$ cat config.mk
export PLATFORM = sky130hd
export DESIGN_NAME = xbr_bridge
export DESIGN_NICKNAME = d
export VERILOG_FILES = /design/src/rtl/xbr_pkg.sv /design/src/rtl/xbr_gate.sv /design/src/rtl/xbr_timer.sv /design/src/rtl/xbr_bridge.sv
export SDC_FILE = /design/constraint.sdc
export NUM_CORES = 1
export LEC_CHECK = 0
export CAP_MARGIN = 20
export CELL_PAD_IN_SITES_DETAIL_PLACEMENT = 1
export CELL_PAD_IN_SITES_GLOBAL_PLACEMENT = 1
export CORE_MARGIN = 2
export CORE_UTILIZATION = 35
export CTS_CLUSTER_DIAMETER = 120
export DETAILED_ROUTE_END_ITERATION = 8
export DONT_BUFFER_PORTS = 1
export GPL_ROUTABILITY_DRIVEN = 0
export PLACE_DENSITY = 0.64
export SYNTH_ARGS = -nofsm -noshare
export SYNTH_HDL_FRONTEND = slang
export SYNTH_SLANG_ARGS = --single-unit
$ cat constraint.sdc
create_clock -name clk -period 4.9 [get_ports clk]
set_input_delay 0.245 -clock clk [delete_from_list [all_inputs] [get_ports clk]]
set_output_delay 0.245 -clock clk [all_outputs]
set_load 0.05 [all_outputs]
$ cat src/rtl/xbr_pkg.sv
package xbr_pkg;
    typedef enum logic [1:0] {
        ST_IDLE   = 2'd0,
        ST_ACCESS = 2'd1,
        ST_RESP   = 2'd2
    } xbr_state_e;

    localparam int unsigned NUM_CLASSES = 2;
    localparam int unsigned CLASS_PPORT = 0;
    localparam int unsigned CLASS_DEBUG = 1;
endpackage

$ cat src/rtl/xbr_gate.sv
module xbr_gate #(
    parameter int unsigned CLASSES = 2,
    localparam int unsigned CLS_W = (CLASSES > 1) ? $clog2(CLASSES) : 1
) (
    input  logic [CLASSES-1:0] class_en,
    input  logic [CLS_W-1:0]   req_class,
    output logic               allowed
);
    logic [CLASSES-1:0] hit;

    for (genvar g = 0; g < CLASSES; g++) begin : g_cls
        assign hit[g] = class_en[g] && (req_class == CLS_W'(g));
    end

    assign allowed = |hit;
endmodule

$ cat src/rtl/xbr_timer.sv
module xbr_timer #(
    parameter int unsigned WAIT_W = 7,
    parameter int unsigned TMO_W  = 12
) (
    input  logic              clk,
    input  logic              rst_n,
    input  logic              clear,
    input  logic              run,
    input  logic              busy,
    input  logic              tmo_en,
    input  logic [WAIT_W-1:0] wait_lim,
    input  logic [TMO_W-1:0]  tmo_lim,
    output logic              wait_done,
    output logic              expire
);
    typedef struct packed {
        logic [WAIT_W-1:0] wcnt;
        logic [TMO_W-1:0]  tcnt;
        logic              seen;
    } tmr_t;

    tmr_t tmr_d, tmr_q;
    logic             armed;
    logic [TMO_W-1:0] lim_m1;

    always_comb begin
        tmr_d     = tmr_q;
        armed     = tmo_en && (busy || tmr_q.seen);
        lim_m1    = (tmo_lim == '0) ? '0 : tmo_lim - 1'b1;
        wait_done = (tmr_q.wcnt >= wait_lim);
        expire    = run && armed && (tmr_q.tcnt >= lim_m1);
        if (clear) begin
            tmr_d = '0;
        end else if (run) begin
            if (!wait_done) begin
                tmr_d.wcnt = tmr_q.wcnt + 1'b1;
            end
            if (busy) begin
                tmr_d.seen = 1'b1;
            end
            if (armed && (tmr_q.tcnt != '1)) begin
                tmr_d.tcnt = tmr_q.tcnt + 1'b1;
            end
        end
    end

    always_ff @(posedge clk or negedge rst_n) begin
        if (!rst_n) begin
            tmr_q <= '0;
        end else begin
            tmr_q <= tmr_d;
        end
    end
endmodule

$ cat src/rtl/xbr_bridge.sv
module xbr_bridge
    import xbr_pkg::*;
#(
    parameter int unsigned ADDR_W = 8,
    parameter int unsigned DATA_W = 16,
    parameter int unsigned WAIT_W = 7,
    parameter int unsigned TMO_W  = 12
) (
    input  logic              clk,
    input  logic              rst_n,
    input  logic [WAIT_W-1:0] cfg_wait,
    input  logic [TMO_W-1:0]  cfg_tmo_cnt,
    input  logic              cfg_tmo_en,
    input  logic              cfg_pport_en,
    input  logic              cfg_dbg_en,
    input  logic              req_valid,
    input  logic              req_write,
    input  logic              req_debug,
    input  logic [ADDR_W-1:0] req_addr,
    input  logic [DATA_W-1:0] req_wdata,
    output logic              req_ready,
    output logic [DATA_W-1:0] rsp_rdata,
    output logic              tmo_err,
    output logic              per_cs_n,
    output logic              per_rd_n,
    output logic              per_wr_n,
    output logic [ADDR_W-1:0] per_addr,
    output logic [DATA_W-1:0] per_wdata,
    input  logic [DATA_W-1:0] per_rdata,
    input  logic              per_busy
);
    localparam int unsigned CLS_W = $clog2(NUM_CLASSES);

    typedef struct packed {
        xbr_state_e        st;
        logic              wr;
        logic [ADDR_W-1:0] addr;
        logic [DATA_W-1:0] wdata;
        logic [DATA_W-1:0] rdata;
        logic              err;
        logic [WAIT_W-1:0] wlim;
        logic [TMO_W-1:0]  tlim;
        logic              ten;
    } br_t;

    br_t  br_d, br_q;
    logic allowed;
    logic wait_done;
    logic expire;
    logic [NUM_CLASSES-1:0] cls_en;

    assign cls_en[CLASS_PPORT] = cfg_pport_en;
    assign cls_en[CLASS_DEBUG] = cfg_dbg_en;

    xbr_gate #(
        .CLASSES (NUM_CLASSES)
    ) i_gate (
        .class_en  (cls_en),
        .req_class (CLS_W'(req_debug)),
        .allowed   (allowed)
    );

    xbr_timer #(
        .WAIT_W (WAIT_W),
        .TMO_W  (TMO_W)
    ) i_timer (
        .clk       (clk),
        .rst_n     (rst_n),
        .clear     (br_q.st != ST_ACCESS),
        .run       (br_q.st == ST_ACCESS),
        .busy      (per_busy),
        .tmo_en    (br_q.ten),
        .wait_lim  (br_q.wlim),
        .tmo_lim   (br_q.tlim),
        .wait_done (wait_done),
        .expire    (expire)
    );

    always_comb begin
        br_d     = br_q;
        br_d.err = 1'b0;
        unique case (br_q.st)
            ST_IDLE: begin
                if (req_valid) begin
                    br_d.rdata = '0;
                    if (allowed) begin
                        br_d.st    = ST_ACCESS;
                        br_d.wr    = req_write;
                        br_d.addr  = req_addr;
                        br_d.wdata = req_wdata;
                        br_d.wlim  = cfg_wait;
                        br_d.tlim  = cfg_tmo_cnt;
                        br_d.ten   = cfg_tmo_en;
                    end else begin
                        br_d.st = ST_RESP;
                    end
                end
            end
            ST_ACCESS: begin
                if (wait_done && !per_busy) begin
                    br_d.st    = ST_RESP;
                    br_d.rdata = br_q.wr ? '0 : per_rdata;
                end else if (expire) begin
                    br_d.st    = ST_RESP;
                    br_d.rdata = '0;
                    br_d.err   = 1'b1;
                end
            end
            default: begin
                br_d.st = ST_IDLE;
            end
        endcase
    end

    always_ff @(posedge clk or negedge rst_n) begin
        if (!rst_n) begin
            br_q <= '0;
        end else begin
            br_q <= br_d;
        end
    end

    assign req_ready = (br_q.st == ST_RESP);
    assign rsp_rdata = br_q.rdata;
    assign tmo_err   = br_q.err;
    assign per_cs_n  = (br_q.st != ST_ACCESS);
    assign per_rd_n  = !((br_q.st == ST_ACCESS) && !br_q.wr);
    assign per_wr_n  = !((br_q.st == ST_ACCESS) && br_q.wr);
    assign per_addr  = br_q.addr;
    assign per_wdata = br_q.wdata;
endmodule

==> results of run 1 <==
[where the power goes]
group          internal [mW]  switching [mW]  leakage [nW]
Sequential             0.906           0.576          1.07
Combinational          0.384           0.437         0.891
Clock                  0.511           0.279         0.169
[synthesized netlist by cell type, drive strengths merged]
library cell	instances	share of area
dfrtp	84	0.49
mux2	46	0.12
buf	43	0.078
nor2	31	0.027
ha	23	0.066
nand2	20	0.017
xor2	18	0.036
a22o	16	0.034
inv	13	0.011
nand3	12	0.014
and3	8	0.012
a21oi	7	0.0081
xnor2	7	0.014
clkbuf	6	0.0052
nand4	5	0.0072
a31oi	4	0.0092
nand2b	4	0.0058
nor2b	4	0.0058
o21ai	4	0.0046
nor3	3	0.0035
or4	3	0.0052
a211o	2	0.0040
nand3b	2	0.0035
nor4	2	0.0043
a2111oi	1	0.0020
a21o	1	0.0017
a221o	1	0.0023
a311o	1	0.0023
a41oi	1	0.0020
and4	1	0.0020
mux2i	1	0.0023
o21ba	1	0.0023
or2	1	0.0014
[sequential cells by signal, summed over array words and instances, names as in the netlist]
signal,cells
tmo_err,1
per_wdata,16
i_timer.tmr_q,20
br_q,23
per_addr,8
rsp_rdata,16
[worst reg2reg max path, stage by stage, from the launching register on]
cell and delay [ps]:
dfrtp_1 420, or4_1 590, nor4_2 350, nand3_1 190
nor3_1 180, a21oi_1 80, ha_1 320, a21oi_1 130
o21ai_0 120, a2111oi_0 430, a211o_1 240, a311o_1 600
o21ba_2 250
[cell type report]
| class | count | area [um2] |
|---|---|---|
| Fill cell | 1307 | 7440 |
| Sequential cell | 84 | 2100 |
| Multi-Input combinational cell | 230 | 1820 |
| Clock buffer | 10 | 239 |
| Tap cell | 168 | 210 |
| Clock inverter | 5 | 108 |
| Timing Repair Buffer | 5 | 92.6 |
| Inverter | 13 | 48.8 |
[layer usage]
| metal | share of wire | global-route usage |
|---|---|---|
| met3 | 0.051 | 0.0432 |
| met2 | 0.49 | 0.218 |
| met1 | 0.44 | 0.168 |
| met4 | 0.021 | 0.0699 |
| met5 | 0 | 0 |
[logic make-up (layout without fill, tap and decap cells)]
logic type | after synthesis | after routing | share of synthesized area
XOR/XNOR | 25 | 25 | 0.0506
AND/OR/NAND/NOR | 96 | 96 | 0.108
multiplexers | 47 | 47 | 0.122
AO/OA/AOI/OAI | 39 | 39 | 0.0728
adder cells (fa/ha/maj) | 23 | 23 | 0.0665
buffers and inverters | 62 | 33 | 0.0945
flip-flops | 84 | 84 | 0.485
[path summary, 6_finish.rpt]
path | slack [ps] | endpoint | start
setup / recovery | 890 | br_q[63]$_DFFE_PN0P_ | br_q[5]$_DFFE_PN0P_
hold / removal | 30 | rsp_rdata[6]$_DFFE_PN0P_ | per_rdata[6]
setup reg to reg | 890 | br_q[63]$_DFFE_PN0P_ | br_q[5]$_DFFE_PN0P_
hold reg to reg | 500 | br_q[15]$_DFFE_PN0P_ | br_q[15]$_DFFE_PN0P_
max in group asynchronous | 4080 | br_q[1]$_DFFE_PN0P_ | rst_n
min in group asynchronous | 490 | rsp_rdata[15]$_DFFE_PN0P_ | rst_n
[timing repair]
item	CTS	global route
hold endpoints to repair	84	0
setup endpoints to repair	0	0
hold buffers	2	0
==> run_results.csv, run 1 <==
group,metric,value,unit
status,status,"finished clean",
cells_and_area,final_core_util,0.383,
global_route,grt_max_degree,85,
pwr,peakVddDrop,0.379,mV
cells_and_area,final_common_cell,"dfrtp_1",
placement,dp_hpwl,6460,um
worst_hold_path,hold_path.class,"in -> reg",
cells_and_area,drive_above_1_share,0.219,
timing,tns,0,ps
global_route,grt_pass1_vias,2669,
floorplanning,rows,40,
critical_path,crit_chain,"or4_1, nor4_2, nand3_1, nor3_1, a21oi_1, ha_1, a21oi_1, o21ai_0, a2111oi_0, a211o_1, a311o_1, o21ba_2",
timing,finalSetupViolCount,0,
timing,finalCritPeriodShare,0.819,
critical_path,worstPathArrival,4250,ps
cts,clk_pin_slew_worst_paths,60,ps
yosys,syn_nets,467,
cts,cts_inserted_buffers,9,
yosys,syn_area_per_cell,11.5,um2
cts,cts.path.max_buffers,2,
pwr,p_leak,2.13,nW
cts,clk_latency,350,ps
placement,placed_cells,496,
critical_path,cp_data_required_time,5140,ps
timing,max_freq,249,MHz
critical_path,crit_top_cell,"a21oi_1",
worst_hold_path,hold_depth,1,
critical_path,worstSetupPathType,"reg -> reg",
yosys,syn_inst,376,
floorplanning,core-area,12100,um2
routing,drcViolationCount,0,
job,maxCapViolations,0,
cells_and_area,layout_common_cells,"dfrtp_1, mux2_2, nor2_1",
critical_path,crit_slowest_cell,"a311o_1",
critical_path,worst-path-stages,12,
routing,vias,2572,
routing,avgViaCountPerCell,4.99,
timing,worst_pin_slew,947,ps
timing,drv_slew,0,
cells_and_area,final_nets,434,
floorplanning,dieArea,13300,um2
floorplanning,dieWidth,115,um
yosys,seq_area_frac_synth,0.485,
cts,cts_tree,"yes",
critical_path,start_kind,"flop",
global_route,grt_pass1_wl,13900,um
critical_path,worst-r2r-cell-count,12,
cells_and_area,areaGrowthSynthToFinish,6.79,%
cells_and_area,fin_area,4620,um2
pwr,powerDensity,669,nW/um2
routing,wl_per_cell,17.3,um
global_route,overflow,0,
yosys,ys_ff_latch,84,
floorplanning,die_h,115,um
timing,maxSlewHeadroom,0.368,
critical_path,path_max_fanout,17,
cts,cts.sinks,84,
placement,dpl_cell_area,4210,um2
floorplanning,io_pins,113,
critical_path,slowest_delay,600,ps
yosys,synth_area,4330,um2
cells_and_area,stdcell_count,515,
critical_path,critPathTopFamily,"compound AO/OA/AOI/OAI gates",
cts,root_buffer,"clkbuf_16",
cts,cts_resized,0,
critical_path,end_kind,"flop",
global_route,antenna_found_initial,0,
timing,rsz0062_at_grt,"false",
routing,dr.pass1.iters,4,
placement,portBuffers,0,
routing,wirelength,8900,um
floorplanning,initial_core_util,0.359,
timing,setup_ws,888,ps
placement,pre_cts_ws,852,ps
cells_and_area,antenna_cells,0,
timing,hold_violations,0,
timing,min_period,4010,ps
routing,drtAntennaViolNets,0,
yosys,ys_types,38,
routing,drt-initial-drc-count,84,
cts,cts-htree-levels,3,
cts,post_cts_buffers,0,
timing,clock_skew,6.35,ps
critical_path,cp_num_buf_inv,0,
global_route,grtUsageTotal,0.137,
timing,hold_ws,34.6,ps
yosys,ys_warn_count,0,
pwr,report.power.total,3.09,mW
No activity file was read; power rests on OpenSTA's default activity.
==> run 2: changes to the inputs <==
- PLACE_DENSITY: 0.64 -> 0.66
- clock period: 4.9 -> 3.3 ns (I/O delays scaled with it)
==> run_results.csv, run 2 (synthesis results as in run 1) <==
group,metric,value,unit
critical_path,worst-r2r-cell-count,12,
global_route,overflow,0,
global_route,busiest_layer,"met2",
global_route,use_met1,0.178,
pwr,peakVddDrop,0.622,mV
floorplanning,dieWidth,115,um
pwr,powerDensity,852,nW/um2
timing,finalCritPeriodShare,1.07,
cts,clk_latency,340,ps
routing,drtAntennaViolNets,0,
status,status,"finished, violations left",
cells_and_area,areaGrowthSynthToFinish,22.2,%
routing,avgViaCountPerCell,4.76,
routing,drcViolationCount,0,
timing,drv_slew,0,
placement,dpl_cell_area,4340,um2
cells_and_area,multi_input_comb_area,1840,um2
global_route,met3_usage,0.0369,
worst_hold_path,hold_path.class,"in -> reg",
critical_path,worstSetupPathType,"reg -> reg",
critical_path,worstPathArrival,3770,ps
cts,cts_inserted_buffers,9,
timing,max_freq,283,MHz
timing,finalSetupViolCount,17,
global_route,grt_max_degree,85,
cells_and_area,fin_area,5290,um2
placement,portBuffers,0,
floorplanning,dieArea,13300,um2
critical_path,startpoint,"br_q[6]$_DFFE_PN0P_",
global_route,antenna_found_initial,0,
timing,min_period,3540,ps
routing,wl_per_cell,16.2,um
timing,clock_skew,5.55,ps
timing,rsz0062_at_grt,"true",
routing,drt-initial-drc-count,80,
timing,worst_pin_slew,1040,ps
pwr,p_leak,2.41,nW
floorplanning,io_pins,113,
cells_and_area,final_nets,512,
cts,cts-htree-levels,3,
critical_path,r2r_slack,-240,ps
routing,wirelength,9640,um
cells_and_area,layout_common_cells,"dfrtp_1, dlygate4sd3_1, mux2_2",
global_route,grtUsageMet2,0.262,
cts,cts.sinks,84,
routing,dr.pass1.iters,4,
cells_and_area,fillers,1281,
critical_path,cp_data_required_time,3530,ps
cells_and_area,antenna_cells,0,
cts,cts_tree,"yes",
critical_path,end_kind,"flop",
floorplanning,core-area,12100,um2
cts,cts.path.max_buffers,2,
critical_path,start_kind,"flop",
cells_and_area,regArea,2100,um2
floorplanning,initial_core_util,0.359,
floorplanning,die_h,115,um
critical_path,path_max_fanout,16,
cts,clk_pin_slew_worst_paths,60,ps
global_route,grtUsageTotal,0.152,
cells_and_area,final_common_cell,"dfrtp_1",
placement,dp_hpwl,6560,um
cts,root_buffer,"clkbuf_16",
timing,setup_ws,-239,ps
cells_and_area,largest_reg_flops,23,
global_route,grt_pass1_wl,15500,um
global_route,grt_pass1_vias,3104,
timing,hold_violations,0,
critical_path,rr_startpoint,"br_q[6]$_DFFE_PN0P_",
status,violations,"negative setup slack",
floorplanning,rows,40,
cells_and_area,drive_above_1_share,0.221,
worst_hold_path,hold_start,"req_valid",
worst_hold_path,hold_path_end,"br_q[63]$_DFFE_PN0P_",
worst_hold_path,hold_depth,3,
job,maxCapViolations,0,
cells_and_area,largestRegisters,"br_q x23, i_timer.tmr_q x20",
cells_and_area,regMostFlops,"br_q",
critical_path,rr_endpoint,"rsp_rdata[1]$_DFFE_PN0P_",
pwr,report.power.total,4.51,mW
routing,vias,2825,
timing,maxSlewHeadroom,0.306,
## run 2: final cells by class
type / instances / area share
flip-flops and latches: 84 / 0.397
multi-input cells: 230 / 0.348
repair buffers: 83 / 0.154
clock buffers: 10 / 0.0433
well taps: 168 / 0.0397
inverters: 13 / 0.00922
clock inverters: 6 / 0.00898
## run 2: per-layer routing
metal / wire, um / vias to the layer above
met3: 337 / 13
li1: - / 1352
met1: 3940 / 1405
met5: 0 / -
met2: 5180 / 55
met4: 189 / 0
## run 2: what timing repair did
item                                    in CTS  in global routing
pin swaps                                    0                  0
gates resized for setup                      1                  0
hold buffers                                64                  0
endpoints found under the hold margin      146                  0
setup buffers                                2                  0
endpoints found under the setup margin      17                 19
## run 2: how the worst max path moves through the flow
stage,end,slack [ps]
floorplan,rsp_rdata[10]$_DFFE_PN0P_,-130
global placement,rsp_rdata[0]$_DFFE_PN0P_,-220
detailed placement,rsp_rdata[15]$_DFFE_PN0P_,-300
CTS,rsp_rdata[15]$_DFFE_PN0P_,-270
global route,rsp_rdata[1]$_DFFE_PN0P_,-410
finish,rsp_rdata[1]$_DFFE_PN0P_,-240
## run 2: through the flow
stage | hold WS (ps) | util | worst slack (ps) | cells | TNS (ps)
floorplan | -131 | - | -128 | 376 | -1500
global placement | -129 | 0.359 | -224 | 511 | -3350
detailed placement | -129 | 0.359 | -302 | 511 | -4550
CTS | 103 | 0.438 | -269 | 593 | -3980
global route | 112 | 0.439 | -409 | 594 | -6720
finish | 117 | 0.439 | -239 | 594 | -3520
## run 2: where the power goes
group | total, mW | internal, mW | switching [mW]
clock network | 0.932 | 0.515 | 0.417
registers | 2.18 | 1.34 | 0.833
logic | 1.40 | 0.691 | 0.709
## run 2: critical path, cell delays in order (launching register included)
cell     delay, ps
dfrtp_1        370
or4_4          570
nor4_4         280
nand3_2        190
nand2_1        110
ha_1           170
a211o_1        100
a31oi_1         40
or4_1          510
a211o_1        290
a311o_1        400
buf_12         170
a22o_2         210
